<file path="config.mk">
export PLATFORM = sky130hd
export DESIGN_NAME = bus_master_seq
export DESIGN_NICKNAME = d
export VERILOG_FILES = /design/src/rtl/bus_master_seq.sv
export SDC_FILE = /design/constraint.sdc
export NUM_CORES = 1
export LEC_CHECK = 0
export ABC_AREA = 1
export BUFFER_PORTS_ARGS = -buffer_cell sky130_fd_sc_hd__buf_2
export CORE_MARGIN = 1.5
export CORE_UTILIZATION = 50
export DETAILED_ROUTE_END_ITERATION = 10
export PLACE_DENSITY = 0.82
export SLEW_MARGIN = 25
export SYNTH_ARGS = -nofsm -noshare
export SYNTH_HDL_FRONTEND = slang
export SYNTH_SLANG_ARGS = --single-unit
</file>
<file path="constraint.sdc">
create_clock -name clk -period 2.1 [get_ports clk]
set_input_delay 0.105 -clock clk [delete_from_list [all_inputs] [get_ports clk]]
set_output_delay 0.105 -clock clk [all_outputs]
set_load 0.05 [all_outputs]
</file>
<file path="src/rtl/bus_master_seq.sv">
module bus_master_seq #(
  parameter int AW      = 16,
  parameter int DW      = 16,
  parameter int DESKEW  = 3,
  parameter int SKEW    = 2,
  parameter int TRAIL   = 2,
  parameter int TIMEOUT = 32
) (
  input  logic          clk,
  input  logic          rst_n,
  input  logic          req,
  input  logic          req_write,
  input  logic [AW-1:0] req_addr,
  input  logic [DW-1:0] req_wdata,
  output logic          done,
  output logic          err,
  output logic [DW-1:0] rd_data,
  output logic          bus_req,
  input  logic          bus_grant,
  output logic          bus_busy,
  output logic [AW-1:0] bus_addr,
  output logic          bus_write,
  output logic [DW-1:0] bus_dout,
  output logic          bus_dout_en,
  output logic          bus_msync,
  input  logic          bus_ssync,
  input  logic [DW-1:0] bus_din
);

  localparam int MAXD = (TIMEOUT > DESKEW) ? ((TIMEOUT > SKEW) ? ((TIMEOUT > TRAIL) ? TIMEOUT : TRAIL)
                                                               : ((SKEW > TRAIL) ? SKEW : TRAIL))
                                           : ((DESKEW > SKEW) ? ((DESKEW > TRAIL) ? DESKEW : TRAIL)
                                                              : ((SKEW > TRAIL) ? SKEW : TRAIL));
  localparam int CW = $clog2(MAXD + 1);
  localparam logic [CW-1:0] DESKEW_LAST  = CW'(DESKEW - 1);
  localparam logic [CW-1:0] SKEW_LAST    = CW'(SKEW - 1);
  localparam logic [CW-1:0] TRAIL_LAST   = CW'(TRAIL - 1);
  localparam logic [CW-1:0] TIMEOUT_LAST = CW'(TIMEOUT - 1);

  typedef enum logic [2:0] {S_IDLE, S_ARB, S_SETUP, S_WAIT, S_SKEW, S_TRAIL} state_t;

  state_t        state;
  logic [CW-1:0] cnt;
  logic          ss_meta, ss_sync;
  logic          wr_q, err_q;
  logic [AW-1:0] addr_q;
  logic [DW-1:0] wdata_q;

  always_ff @(posedge clk or negedge rst_n) begin
    if (!rst_n) begin
      ss_meta <= 1'b0;
      ss_sync <= 1'b0;
    end else begin
      ss_meta <= bus_ssync;
      ss_sync <= ss_meta;
    end
  end

  assign bus_req     = (state == S_ARB);
  assign bus_busy    = (state == S_SETUP) || (state == S_WAIT) || (state == S_SKEW) || (state == S_TRAIL);
  assign bus_msync   = (state == S_WAIT) || (state == S_SKEW);
  assign bus_addr    = bus_busy ? addr_q : '0;
  assign bus_write   = bus_busy & wr_q;
  assign bus_dout_en = bus_busy & wr_q;
  assign bus_dout    = bus_dout_en ? wdata_q : '0;

  always_ff @(posedge clk or negedge rst_n) begin
    if (!rst_n) begin
      state   <= S_IDLE;
      cnt     <= '0;
      wr_q    <= 1'b0;
      err_q   <= 1'b0;
      addr_q  <= '0;
      wdata_q <= '0;
      rd_data <= '0;
      done    <= 1'b0;
      err     <= 1'b0;
    end else begin
      done <= 1'b0;
      err  <= 1'b0;
      case (state)
        S_IDLE: if (req) begin
          addr_q  <= req_addr;
          wdata_q <= req_wdata;
          wr_q    <= req_write;
          err_q   <= 1'b0;
          state   <= S_ARB;
        end
        S_ARB: if (bus_grant) begin
          cnt   <= '0;
          state <= S_SETUP;
        end
        S_SETUP: if (cnt == DESKEW_LAST) begin
          cnt   <= '0;
          state <= S_WAIT;
        end else cnt <= cnt + 1'b1;
        S_WAIT: if (ss_sync) begin
          cnt   <= '0;
          state <= S_SKEW;
        end else if (cnt == TIMEOUT_LAST) begin
          cnt   <= '0;
          err_q <= 1'b1;
          state <= S_TRAIL;
        end else cnt <= cnt + 1'b1;
        S_SKEW: if (cnt == SKEW_LAST) begin
          if (!wr_q) rd_data <= bus_din;
          cnt   <= '0;
          state <= S_TRAIL;
        end else cnt <= cnt + 1'b1;
        S_TRAIL: if (cnt == TRAIL_LAST) begin
          cnt   <= '0;
          done  <= 1'b1;
          err   <= err_q;
          state <= S_IDLE;
        end else cnt <= cnt + 1'b1;
        default: state <= S_IDLE;
      endcase
    end
  end

  assert_req_busy_excl_R2: assert property (@(posedge clk) disable iff (!rst_n)
    !(bus_req && bus_busy));

  assert_addr_stable_R3: assert property (@(posedge clk) disable iff (!rst_n)
    (bus_busy && $past(bus_busy)) |-> $stable(bus_addr));

  assert_msync_in_busy_R5: assert property (@(posedge clk) disable iff (!rst_n)
    bus_msync |-> bus_busy);

  assert_done_single_R7: assert property (@(posedge clk) disable iff (!rst_n)
    done |=> !done);

  assert_done_after_busy_R7: assert property (@(posedge clk) disable iff (!rst_n)
    done |-> (!bus_busy && $past(bus_busy)));

  assert_err_with_done_R8: assert property (@(posedge clk) disable iff (!rst_n)
    err |-> done);

  assert_wait_bounded_R8: assert property (@(posedge clk) disable iff (!rst_n)
    (state == S_WAIT) |-> (cnt < CW'(TIMEOUT)));

endmodule

</file>
==> impl_metrics.yaml <==
run_status:
  status: "completed"
logic_synthesis:
  synth_area_per_cell_um2: 8.16
  synthArstFlopShare_pct: 100
  ys_top_cells_by_area: "dfrtp_1 51%, nand2_1 10%, inv_1 8.7%, o21ai_0 5.7%, nor2_1 5.1%"
  yosys_warnings: 0
  yosys-top-cells-count: "85 x nand2_1, 71 x inv_1, 63 x dfrtp_1"
  synth_flop_cell: "dfrtp_1"
  synth_nets: 436
  synth_top_cell_area_share_pct: 51.2
  synth_seq_cells: 63
  synthCells: 377
  yosysSeqAreaShare_pct: 51.2
  synth_edf_count: 0
  post_synth_num_cell_types: 28
  syn_area_um2: 3080
  synth_most_common_cell: "nand2_1"
  yosysTopAreaCell: "dfrtp_1"
routing:
  drtIter0Drc: 139
  routed_via_density: 4.88
  drt.antenna.violating_nets: 0
  vias: 3022
  drt_first_pass_iters: 5
  drc_errors: 0
  wl_per_cell_um: 13.6
  routed_wirelength_mm: 8.45
sta:
  fin_crit_ns: 1.94
  timing.final.crit_share_pct: 92.5
  hold_ws_ns: 0.0200
  worst_pin_slew_ns: 0.772
  worst_slack_ns: 0.158
  maxSlewViolCount: 0
  timing.fmax_mhz: 515
  fin_skew_ns: 0.00981
  hold_viol_final: 0
  rsz0062_at_grt: "false"
  relSlewSlack_pct: 48.5
  finalSetupViolCount: 0
critical_path:
  r2r-start: "state[2]$_DFFE_PN0P_"
  worstSetupEndpointType: "output port"
  crit_family: "buffers and inverters"
  critical_path.slowest_cell: "dfrtp_2"
  cp_num_buf_inv: 3
  startpoint: "state[1]$_DFFE_PN0P_"
  slowest_delay_ns: 0.48
  worstPathRequired_ns: 2.00
  reg2reg_slack_ns: 0.46
  cp_max_fo: 17
  cp-start-kind: "flip-flop"
  crit_arrival_ns: 1.84
  crit_type: "reg -> out"
  crit_chain: "inv_4 > ha_4 > clkinvlp_4 > nand2_8 > nor2_1 > buf_2"
  r2r-end: "cnt[2]$_DFFE_PN0P_"
  rr_worst_depth: 8
global_routing:
  grt_pass1_wl_mm: 13.3
  antenna_found_initial: 0
  grt_usage_pct: 26.8
  grt_pass1_vias: 2900
  grt_overflow: 0
  grt_max_degree: 64
run:
  maxCapViolCount: 0
floorplanning:
  dieHeight_um: 81.5
  initial_utilization_pct: 52.0
  die_w_um: 81.5
  core_um2: 5920
  rows: 28
  die_area_um2: 6640
  ioPinCount: 109
cells_and_area:
  fillers: 380
  drive_above_1_share_pct: 31.4
  diodes: 0
  synthToLayoutAreaGrowth_pct: 42.7
  multi_input_area_um2: 1160
  seq_area_um2: 1580
  layout.nets: 598
placed_design:
  pre_cts_slack_ns: 0.274
  place.gp.congestion: 0.848
  io_buffers: 108
  hpwl_mm: 4.67
power_and_ir_drop:
  seqPwrFrac_pct: 28.1
  p_leak_nw: 2.31
  total_power_mw: 7.26
  pwr-share-comb_pct: 59.1
  intPower_mw: 3.29
  switchingPower_mw: 3.97
  vdd_ir_drop_max_mv: 1.21
  swShare_pct: 54.7
  clkPwrFrac_pct: 12.8
  p_per_area_nw_per_um2: 1650
cts:
  htreeDepth: 3
  clockBufferDepth: 2
  insertion_delay_ns: 0.33
  tritoncts: "yes"
  cts_root_buffer: "clkbuf_8"
  cts.clk_slew.worst_paths_ns: 0.07
  clock-sinks: 63
  numCtsBuffers: 9
worst_hold_path:
  min_path_type: "in -> reg"
  hold_end: "rd_data[9]$_DFFE_PN0P_"
  hp-start: "bus_din[9]"
  min_path_cells: 3
kinds of logic after synthesis:
kind of cell	after synthesis	synth area share, %
adders and majority gates	5	2.03
buffers and inverters	89	13.0
AOI/OAI and AO/OA	60	11.1
and+or+nand+nor	160	22.6
DFF	63	51.2
layout by cell type, fill, tap and decap left out:
cell / count
clkinvlp_4: 4
inv_2: 2
nand3b_1: 1
a21oi_1: 5
a31oi_1: 1
inv_1: 69
o21ai_2: 11
clkbuf_8: 10
dlygate4sd3_1: 50
clkinv_4: 1
inv_4: 1
buf_4: 8
o21ai_1: 8
nand2_2: 4
ha_4: 1
nand3_2: 2
buf_2: 108
nand4_1: 2
nand4_2: 1
o21ai_0: 35
dfrtp_1: 62
nand3_1: 17
nand2_1: 84
nor3_4: 1
nor2_4: 2
clkinv_2: 2
ha_1: 4
dfrtp_2: 1
nand2_8: 1
nor2_2: 10
nor3_2: 1
nor2_1: 33
nor3_1: 1
clkbuf_1: 1
layer usage:
layer / GRT usage [%] / wire length, µm / up-vias
met4: 12.6 / 191 / 0
li1: - / - / 1467
met5: 0 / 0 / -
met3: 6.67 / 678 / 21
met2: 45.5 / 4170 / 175
met1: 32.0 / 3410 / 1359
power groups by stage:
stage | Combinational [mW] | Clock [mW] | Sequential (mW)
floorplan | 2.74 | 0 | 2.53
global placement | 3.93 | 0 | 2.00
detailed placement | 4.00 | 0 | 2.02
CTS | 4.13 | 0.937 | 2.01
global route | 4.61 | 1.00 | 2.08
finish | 4.29 | 0.928 | 2.04
how the worst max path moves through the flow:
| stage | endpoint | slack, ns | depth (start not counted) |
|---|---|---|---|
| after floorplan | bus_write | -0.04 | 8 |
| after global placement | bus_write | 0.32 | 6 |
| after detailed placement | bus_dout_en | 0.27 | 6 |
| after CTS | bus_dout_en | 0.02 | 6 |
| after global routing | bus_dout_en | 0.06 | 6 |
| final | bus_dout[2] | 0.16 | 6 |
sequential cells by signal (all words and copies together), names as in the netlist, 3 cells and up:
signal   count
wdata_q     16
cnt          6
rd_data     16
state        3
addr_q      16
stage by stage:
| stage | util (%) | setup TNS (ns) | instances | cell area (µm²) |
|---|---|---|---|---|
| 2_1_floorplan | - | -0.0421 | 377 | 3160 |
| 3_3_place_gp | 62.1 | 0 | 549 | 3680 |
| 3_5_place_dp | 62.1 | 0 | 549 | 3680 |
| 4_1_cts | 73.8 | 0 | 616 | 4370 |
| 5_1_grt | 74.2 | 0 | 619 | 4390 |
| 6_report | 74.2 | 0 | 619 | 4390 |
worst reg2reg max path, stage by stage (launching register included):
cell and delay, ns:
dfrtp_1 0.51, inv_2 0.15, ha_1 0.22, nor2_1 0.13, nand2_2 0.12, nand2_2 0.15
inv_2 0.09, nand3_1 0.09, nand2_1 0.06
area by class of cell:
type | instances | share of cell area [%]
Clock buffer | 11 | 3.22
Clock inverter | 5 | 0.769
Inverter | 74 | 6.55
Multi-Input combinational cell | 225 | 26.3
Sequential cell | 63 | 35.9
Tap cell | 75 | 2.14
Timing Repair Buffer | 166 | 25.1
timing repair:
action,4_1_cts,5_1_grt
gates resized for setup,1,0
endpoints found under the hold margin,112,0
hold buffers,50,0
setup endpoints to repair,14,18
pin swaps,0,1
setup buffers,1,3
(Power assumes the default switching activity.)
